`src/rtl/rfsh_pkg.sv`:
```
package rfsh_pkg;

  typedef enum logic [1:0] {
    PH_IDLE = 2'd0,
    PH_T1   = 2'd1,
    PH_T2   = 2'd2,
    PH_T3   = 2'd3
  } phase_e;

  // wait register layout: T1 count in 7..5, T2 count in 4..3, T3 count in 2..0
  typedef struct packed {
    logic [2:0] w1;
    logic [1:0] w2;
    logic [2:0] w3;
  } waits_t;

  // extra wait cycles for a given phase
  function automatic logic [2:0] phase_wait(input waits_t w, input phase_e p);
    case (p)
      PH_T1:   return w.w1;
      PH_T2:   return {1'b0, w.w2};
      PH_T3:   return w.w3;
      default: return 3'd0;
    endcase
  endfunction

endpackage

```
`src/rtl/rfsh_regs.sv`:
```
module rfsh_regs #(
  parameter int DATA_W  = 8,
  parameter int BURST_W = 6
) (
  input  logic                clk,
  input  logic                rst_n,
  input  logic                we,
  input  logic                sel,
  input  logic [DATA_W-1:0]   wdata,
  output logic [DATA_W-1:0]   rdata,
  output logic                en,
  output logic [BURST_W-1:0]  size,
  output rfsh_pkg::waits_t    waits
);
  localparam int PAD_W = DATA_W - 1 - BURST_W;

  logic               en_q;
  logic [BURST_W-1:0] size_q;
  logic [DATA_W-1:0]  wait_q;

  always_ff @(posedge clk or negedge rst_n) begin
    if (!rst_n) begin
      en_q   <= 1'b0;
      size_q <= '0;
      wait_q <= '1;
    end else if (we) begin
      if (sel) begin
        wait_q <= wdata;
      end else begin
        en_q   <= wdata[DATA_W-1];
        size_q <= wdata[BURST_W-1:0];
      end
    end
  end

  assign rdata = sel ? wait_q : {en_q, {PAD_W{1'b0}}, size_q};
  assign en    = en_q;
  assign size  = size_q;
  assign waits = rfsh_pkg::waits_t'(wait_q);
endmodule

```
`src/rtl/rfsh_burst_ctr.sv`:
```
module rfsh_burst_ctr #(
  parameter int BURST_W = 6
) (
  input  logic               clk,
  input  logic               rst_n,
  input  logic               load,
  input  logic [BURST_W-1:0] size,
  input  logic               dec,
  output logic               last
);
  localparam int CNT_W = BURST_W + 1;

  // a zero field selects the largest burst
  function automatic logic [CNT_W-1:0] burst_len(input logic [BURST_W-1:0] f);
    if (f == '0) return {1'b1, {BURST_W{1'b0}}};
    else         return {1'b0, f};
  endfunction

  logic [CNT_W-1:0] rem_q;

  always_ff @(posedge clk or negedge rst_n) begin
    if (!rst_n)   rem_q <= '0;
    else if (load) rem_q <= burst_len(size);
    else if (dec)  rem_q <= rem_q - CNT_W'(1);
  end

  assign last = (rem_q == CNT_W'(1));
endmodule

```
`src/rtl/rfsh_phase_fsm.sv`:
```
module rfsh_phase_fsm
  import rfsh_pkg::*;
(
  input  logic   clk,
  input  logic   rst_n,
  input  logic   start,
  input  logic   en,
  input  logic   last,
  input  waits_t waits_in,
  output phase_e phase,
  output logic   xact_end
);
  phase_e     phase_q;
  waits_t     wlat_q;
  logic [2:0] cnt_q;
  logic       ph_over;

  assign ph_over  = (cnt_q == 3'd0);
  assign xact_end = (phase_q == PH_T3) && ph_over;

  always_ff @(posedge clk or negedge rst_n) begin
    if (!rst_n) begin
      phase_q <= PH_IDLE;
      wlat_q  <= '0;
      cnt_q   <= '0;
    end else begin
      case (phase_q)
        PH_IDLE: if (start) begin
          phase_q <= PH_T1;
          wlat_q  <= waits_in;
          cnt_q   <= phase_wait(waits_in, PH_T1);
        end
        PH_T1: if (ph_over) begin
          phase_q <= PH_T2;
          cnt_q   <= phase_wait(wlat_q, PH_T2);
        end else cnt_q <= cnt_q - 3'd1;
        PH_T2: if (ph_over) begin
          phase_q <= PH_T3;
          cnt_q   <= phase_wait(wlat_q, PH_T3);
        end else cnt_q <= cnt_q - 3'd1;
        default: if (ph_over) begin
          if (last || !en) phase_q <= PH_IDLE;
          else begin
            phase_q <= PH_T1;
            cnt_q   <= phase_wait(wlat_q, PH_T1);
          end
        end else cnt_q <= cnt_q - 3'd1;
      endcase
    end
  end

  assign phase = phase_q;
endmodule

```
`src/rtl/rfsh_burst_seq.sv`:
```
module rfsh_burst_seq
  import rfsh_pkg::*;
#(
  parameter int DATA_W  = 8,
  parameter int BURST_W = 6
) (
  input  logic              clk,
  input  logic              rst_n,
  input  logic              req_i,
  input  logic              reg_we_i,
  input  logic              reg_sel_i,
  input  logic [DATA_W-1:0] reg_wdata_i,
  output logic [DATA_W-1:0] reg_rdata_o,
  output logic              rfsh_strobe_o,
  output logic [1:0]        phase_o,
  output logic              busy_o,
  output logic              xact_done_o
);
  logic               en_w;
  logic [BURST_W-1:0] size_w;
  waits_t             waits_w;
  logic               start_w;
  logic               last_w;
  logic               xact_end_w;
  logic               pend_q;
  phase_e             phase_w;
  logic               idle_w;

  rfsh_regs #(.DATA_W(DATA_W), .BURST_W(BURST_W)) u_regs (
    .clk(clk), .rst_n(rst_n), .we(reg_we_i), .sel(reg_sel_i),
    .wdata(reg_wdata_i), .rdata(reg_rdata_o), .en(en_w),
    .size(size_w), .waits(waits_w)
  );

  rfsh_burst_ctr #(.BURST_W(BURST_W)) u_ctr (
    .clk(clk), .rst_n(rst_n), .load(start_w), .size(size_w),
    .dec(xact_end_w), .last(last_w)
  );

  rfsh_phase_fsm u_fsm (
    .clk(clk), .rst_n(rst_n), .start(start_w), .en(en_w), .last(last_w),
    .waits_in(waits_w), .phase(phase_w), .xact_end(xact_end_w)
  );

  assign idle_w  = (phase_w == PH_IDLE);
  assign start_w = idle_w && en_w && (req_i || pend_q);

  // requests seen during a burst collapse into one flag
  always_ff @(posedge clk or negedge rst_n) begin
    if (!rst_n)               pend_q <= 1'b0;
    else if (!en_w)           pend_q <= 1'b0;
    else if (!idle_w && req_i) pend_q <= 1'b1;
    else if (start_w)         pend_q <= 1'b0;
  end

  assign phase_o       = phase_w;
  assign busy_o        = !idle_w;
  assign xact_done_o   = xact_end_w;
  assign rfsh_strobe_o = (phase_w == PH_T2) || (phase_w == PH_T3);
endmodule

```
`config.mk`:
```
export PLATFORM = sky130hd
export DESIGN_NAME = rfsh_burst_seq
export DESIGN_NICKNAME = d
export VERILOG_FILES = /design/src/rtl/rfsh_pkg.sv /design/src/rtl/rfsh_regs.sv /design/src/rtl/rfsh_burst_ctr.sv /design/src/rtl/rfsh_phase_fsm.sv /design/src/rtl/rfsh_burst_seq.sv
export SDC_FILE = /design/constraint.sdc
export NUM_CORES = 1
export LEC_CHECK = 0
export ABC_AREA = 1
export BUFFER_PORTS_ARGS = -buffer_cell sky130_fd_sc_hd__buf_4
export CORE_ASPECT_RATIO = 2
export CORE_MARGIN = 4
export CORE_UTILIZATION = 40
export DETAILED_ROUTE_END_ITERATION = 8
export PLACE_DENSITY = 0.58
export SYNTH_ARGS = -nofsm -noshare
export SYNTH_HDL_FRONTEND = slang
export SYNTH_SLANG_ARGS = --single-unit
```
`constraint.sdc`:
```
create_clock -name clk -period 2.1 [get_ports clk]
set_clock_uncertainty 0.2 [all_clocks]
set_input_delay 0.21 -clock clk [delete_from_list [all_inputs] [get_ports clk]]
set_output_delay 0.21 -clock clk [all_outputs]
set_load 0.03 [all_outputs]
```
## Yosys cells after proc, flatten, opt, wreduce, memory -nomap -nowiden

Index checks and enable logic that the tools add are counted.

| storage, ports and cells | value |
|---|---|
| register bits | 36 |
| bits of input ports | 13 |
| word-level logic and storage cells | 60 |

| cells by class | value |
|---|---|
| add/subtract/negate cells | 2 |
| equal/unequal tests | 9 |
| multiplexer cells | 19 |
| bitwise operators | 1 |
| reduce and logical (&&, ||, !) cells | 19 |

Operators with widths:

| operator | number |
|---|---|
| $mux W7 | 3 |
| $mux W3 | 5 |
| $pmux W3 S3 | 1 |
| $mux W2 | 4 |
| $mux W8 | 1 |
| $reduce_and A2 Y1 | 4 |
| $eq A7 B1 Y1 const B | 1 |
| $sub A7 B1 Y7 const B | 1 |
| $logic_not A6 Y1 | 1 |
| $pmux W2 S3 | 1 |
| $ne A5 B5 Y1 const B | 1 |
| $eq A2 B2 Y1 const B | 2 |
| $logic_and A1 B1 Y1 | 4 |
| $mux W1 | 4 |
| $ne A2 B1 Y1 const B | 2 |
| $reduce_and A4 Y1 | 1 |
| $reduce_bool A2 Y1 | 2 |
| $logic_not A3 Y1 | 1 |
| $logic_or A1 B1 Y1 | 3 |
| $ne A3 B3 Y1 const B | 1 |
| $sub A3 B1 Y3 const B | 1 |
| $eq A2 B1 Y1 const B | 1 |
| $logic_not A1 Y1 | 2 |
| $logic_not A2 Y1 | 1 |
| other kinds (2) | 2 |

## Logic depth before layout (Yosys ltp)

| logic depth | value |
|---|---|
| word-level depth | 6 |
| gate-level depth with buffers | 10 |
| mapped depth without buffers | 10 |

## By module

Synthesis repeated with hierarchy kept, for this count alone.

| unflattened totals | value |
|---|---|
| cells, all modules | 260 |
| area total of the unflattened synthesis | 2127.0 um^2 |

Modules (own cells, without submodules):

| module | times used | cells an instance | area an instance (um^2) |
|---|---|---|---|
| rfsh_phase_fsm | 1 | 106 | 844.6 |
| rfsh_regs | 1 | 91 | 769.5 |
| rfsh_burst_ctr | 1 | 56 | 459.2 |
| rfsh_burst_seq | 1 | 7 | 53.8 |

## Worst setup path after synthesis

OpenSTA, ideal clock, no wires.

| timing | value |
|---|---|
| path type | reg2reg |
| from | register u_fsm.phase_q[0] (netlist: u_fsm.phase[0]) |
| to | register u_fsm.cnt_q[0] |
| arrival time | 1544 ps |
| required time | 1778 ps |
| setup slack | 234 ps |
| stages on the path, launching flop included | 10 |
| buffers on the path | 1 |
| clock period less this slack | 1866 ps |
| path through | dfrtp_1 inv_1 ha_1 buf_4 inv_2 nand2_2 nor2_2 nand2_2 a21oi_1 a21oi_1 |

| on the way | value |
|---|---|
| cells in the longest elaborated chain, start to end | 5 |

RTL lines:

| item | line | text |
|---|---|---|
| start, declared | rfsh_phase_fsm.sv:13 | `phase_e phase_q;` |
| start signal, assigned | rfsh_phase_fsm.sv:23 | `phase_q <= PH_IDLE;` |
| start signal, assigned | rfsh_phase_fsm.sv:29 | `phase_q <= PH_T1;` |
| start signal, assigned | rfsh_phase_fsm.sv:34 | `phase_q <= PH_T2;` |
| $logic_not A2 Y1 | rfsh_phase_fsm.sv:27, rfsh_burst_seq.sv:45 |  |
| $logic_and A1 B1 Y1 (2 in a row) | rfsh_burst_seq.sv:46 | `assign start_w = idle_w && en_w && (req_i \|\| pend_q);` |
| $ne A2 B2 Y1 (no line) | n/a |  |
| $reduce_and A2 Y1 (no line) | n/a |  |
| end signal, assigned | rfsh_phase_fsm.sv:40 | `end else cnt_q <= cnt_q - 3'd1;` |
| end signal, assigned | rfsh_phase_fsm.sv:45 | `cnt_q <= phase_wait(wlat_q, PH_T1);` |
| end signal, assigned | rfsh_phase_fsm.sv:47 | `end else cnt_q <= cnt_q - 3'd1;` |
| end, declared | rfsh_phase_fsm.sv:15 | `logic [2:0] cnt_q;` |

Parallel ways exist; a longest one is shown, timed or not.
A chain may end at the register's enable or synchronous reset.

## Final worst setup path

| timing | value |
|---|---|
| from | register u_fsm.cnt_q[0] |
| to | output port xact_done_o |

| on the way | value |
|---|---|
| cells in the longest elaborated chain, start to end | 2 |

RTL lines:

| item | line | text |
|---|---|---|
| start signal, assigned | rfsh_phase_fsm.sv:31 | `cnt_q <= phase_wait(waits_in, PH_T1);` |
| start signal, assigned | rfsh_phase_fsm.sv:35 | `cnt_q <= phase_wait(wlat_q, PH_T2);` |
| start signal, assigned | rfsh_phase_fsm.sv:36 | `end else cnt_q <= cnt_q - 3'd1;` |
| $logic_not A3 Y1 | rfsh_phase_fsm.sv:18 | `assign ph_over = (cnt_q == 3'd0);` |
| $logic_and A1 B1 Y1 | rfsh_phase_fsm.sv:19 | `assign xact_end = (phase_q == PH_T3) && ph_over;` |
| end, declared | rfsh_burst_seq.sv:17 | `output logic xact_done_o` |

Every way passes these cells.

==> metrics.md <==
| Metric | Value |
|---|---|
| Max frequency | `506 MHz` |
| Initial antenna violation count | `0` |
| RSZ-0062 raised after global routing | `false` |
| Most used cell, CP | `inv_2` |
| Final worst-path cycle share | `0.941` |
| Setup ws final | `0.125 ns` |
| Total Routing Usage GR | `0.173` |
| GRT overflow | `0` |
| Area growth, synth to finish | `22.8%` |
| Die X-Extent | `58.1 um` |
| CTS HTree Levels | `2` |
| Via density | `4.95` |
| WS Path Type | `reg2out` |
| Post-layout util | `0.507` |
| Minimum clock period | `1.98 ns` |
| CP arrival | `1.57 ns` |
| Nets | `314` |
| First-pass GRT wire length | `8190 um` |
| Clock latency on the worst-skew pair | `0.29 ns` |
| Int Pwr | `1.90 mW` |
| Max Slew Vio Count | `0` |
| Crit end category | `output pin` |
| Die Y | `108 um` |
| LEAKAGE | `1.27 nW` |
| WHS | `0.168 ns` |
| WP data required | `1.69 ns` |
| Gpl congestion | `0.844` |
| Cell Area, Synth | `0.00201 mm2` |
| Place WS | `0.211 ns` |
| CTS Buf Count | `5` |
| Max-cap viol count | `0` |
| CTS Sinks | `36` |
| Sequential fraction of the synthesis area | `0.453` |
| Iter 0 DRT Violations | `44` |
| Critical Path Source Type | `flip-flop` |
| DRT Wirelength | `4760 um` |
| Vias in the first global route | `1786` |
| Die ar. | `0.00629 mm2` |
| Comb power frac | `0.486` |
| WL/cell | `13.6 um` |
| Placement row count | `36` |
| Reg2Reg Depth | `9` |
| Port Buf Inserts | `25` |
| TritonRoute pass-1 iters | `4` |
| Sw Ratio | `0.432` |
| CP cell instances | `inv_1 -> ha_4 -> inv_2 -> nor2_4 -> nand2_2 -> inv_2 -> buf_4` |
| Min-delay src | `reg_we_i` |
| Hold Path Depth | `4` |
| Hpwl dp | `3750 um` |
| Core region area | `0.00486 mm2` |
| Gate Count Post-Synth | `256` |
| Largest net degree at the start of global routing | `37` |
| N_diodes | `0` |
| Final Hold Fails | `0` |
| Root buf cell | `clkbuf_8` |
| Clock slew seen by the registers of the worst setup and hold paths | `0.08 ns` |
| Bufs and invs on worst path | `4` |
| Pwr/cell area | `1360 mW/mm2` |
| CTS tree | `done` |
| Critical path depth | `7` |
| # IOs | `26` |
| Clock power frac | `0.183` |
| Peak VDD IR | `0.650 mV` |
| P_sw | `1.45 mW` |
| Reg-to-reg startpoint | `u_fsm.phase[1]` |
| Mapped Nets | `277` |
| Yosys reg bits | `36` |
| Crit path from | `u_fsm.cnt_q[0]` |
| Remaining DRCs | `0` |
| Setup TNS Final | `0 ns` |
| Endpoints failing setup | `0` |
| Crit path max-delay cell type | `dfrtp_1` |
| Reg power frac | `0.332` |
| Clk buf depth | `2` |
| Worst-margin pin slew | `0.455 ns` |
| Initial Util | `0.413` |
| Top cell family by delay on the critical path | `buffers and inverters` |
| Status | `finished clean` |
| Yosys cell types | `29` |
| Syn Area/Cell | `7.85 um2` |
| Hold crit path type | `in2reg` |
| Antenna Nets Post-Route | `0` |
| Worst path max stage delay | `0.38 ns` |
| DR vias | `1738` |
| Max transition margin | `0.697` |
| Worst-path fanout max | `6` |
| Synth warn | `0` |
| Share of cells above drive strength 1 | `0.238` |
## flip-flops by register name (all words and copies together) (netlist names)
signal        cells
u_fsm.wlat_q      8
u_regs.waits      8
u_ctr.rem_q       7
u_regs.size       6
u_fsm.cnt_q       3
u_fsm.phase       2
pend_q            1
u_regs.en         1
## logic make-up after synthesis
group           after synthesis  synth area share
compound gates               42             0.122
xor+xnor                      5            0.0218
fa+ha+maj                     8            0.0498
buf+inv                      46            0.0890
flops                        36             0.453
mux                           1           0.00560
simple gates                118             0.258
## area by class of cell
cell class              instances  area [um2]
clock buffers                   5        68.8
clock inverters                 3        42.5
fillers                       499        2400
inverters                      41         154
multi-input cells             174         935
flip-flops and latches         36         911
well taps                      57        71.3
repair buffers                 35         285
## per-layer routing
layer	vias up	GRT usage	share of wire
met5	-	0	0
met4	0	0.0962	0.040
met3	12	0.0215	0.031
met2	40	0.324	0.56
met1	799	0.178	0.36
li1	887	-	-
## layout by cell type, fill, tap and decap left out, types with 7 or more instances in the layout
master | Yosys | layout
a21oi_1 | 7 | 7
nor2_1 | 10 | 10
dfrtp_1 | 28 | 28
inv_1 | 32 | 32
inv_2 | 9 | 9
o21ai_0 | 22 | 22
nand2_2 | 10 | 10
nand3_1 | 12 | 12
nand2_1 | 77 | 77
dfstp_2 | 8 | 8
dlygate4sd3_1 | 0 | 9
buf_4 | 1 | 26
## power groups by stage
stage	registers, mW	logic, mW	clock network, mW
2_1_floorplan	1.11	1.17	0
3_3_place_gp	1.12	1.59	0
3_5_place_dp	1.13	1.59	0
4_1_cts	1.11	1.62	0.625
5_1_grt	1.14	1.83	0.650
6_report	1.11	1.62	0.611
## what timing repair did
item | CTS | global route
hold buffers | 9 | 0
hold endpoints to repair | 37 | 0
gates resized for setup | 0 | 3
setup buffers | 0 | 0
setup endpoints to repair | 0 | 2
## metrics by stage
stage / std cells / power (mW) / cell area (um2)
floorplan: 256 / 2.27 / 2010
global placement: 334 / 2.71 / 2250
detailed placement: 334 / 2.72 / 2250
CTS: 351 / 3.36 / 2450
global route: 351 / 3.63 / 2470
finish: 351 / 3.35 / 2470
## tightest hold or removal path, delay by kind of cell
family	cells	cell delay, ns
and+or+nand+nor	2	0.28
buffers and inverters	1	0.08
AOI/OAI and AO/OA	1	0.07
## cell usage after synthesis
cell type | number | share of area
a21oi_1 | 7 | 0.017
mux2_2 | 1 | 0.0056
nor2_2 | 2 | 0.0062
nor3_1 | 1 | 0.0025
xor2_1 | 4 | 0.017
ha_1 | 8 | 0.050
o211ai_1 | 1 | 0.0037
inv_2 | 9 | 0.017
nand3_1 | 12 | 0.030
o22ai_1 | 3 | 0.0093
a31o_2 | 1 | 0.0044
dfrtp_1 | 28 | 0.35
buf_2 | 2 | 0.0050
inv_1 | 32 | 0.060
clkbuf_1 | 2 | 0.0037
nand2_1 | 77 | 0.14
nor2_4 | 1 | 0.0056
o21ai_0 | 22 | 0.055
a21o_1 | 1 | 0.0037
o2111ai_1 | 1 | 0.0044
o21ai_1 | 1 | 0.0025
o221ai_1 | 5 | 0.022
xnor2_1 | 1 | 0.0044
nand4_1 | 3 | 0.0093
buf_4 | 1 | 0.0037
nor2_1 | 10 | 0.019
nand2_4 | 2 | 0.011
nand2_2 | 10 | 0.031
dfstp_2 | 8 | 0.10
## final timing paths
kind / endpoint / slack (ns)
min: u_regs.waits[4] / 0.17
min reg2reg: u_fsm.wlat_q[3] / 0.29
max in group asynchronous: u_regs.waits[1] / 1.13
max: xact_done_o / 0.12
min in group asynchronous: u_ctr.rem_q[3] / 0.21
max reg2reg: u_ctr.rem_q[3] / 0.31
No activity file was read; power rests on OpenSTA's default activity.
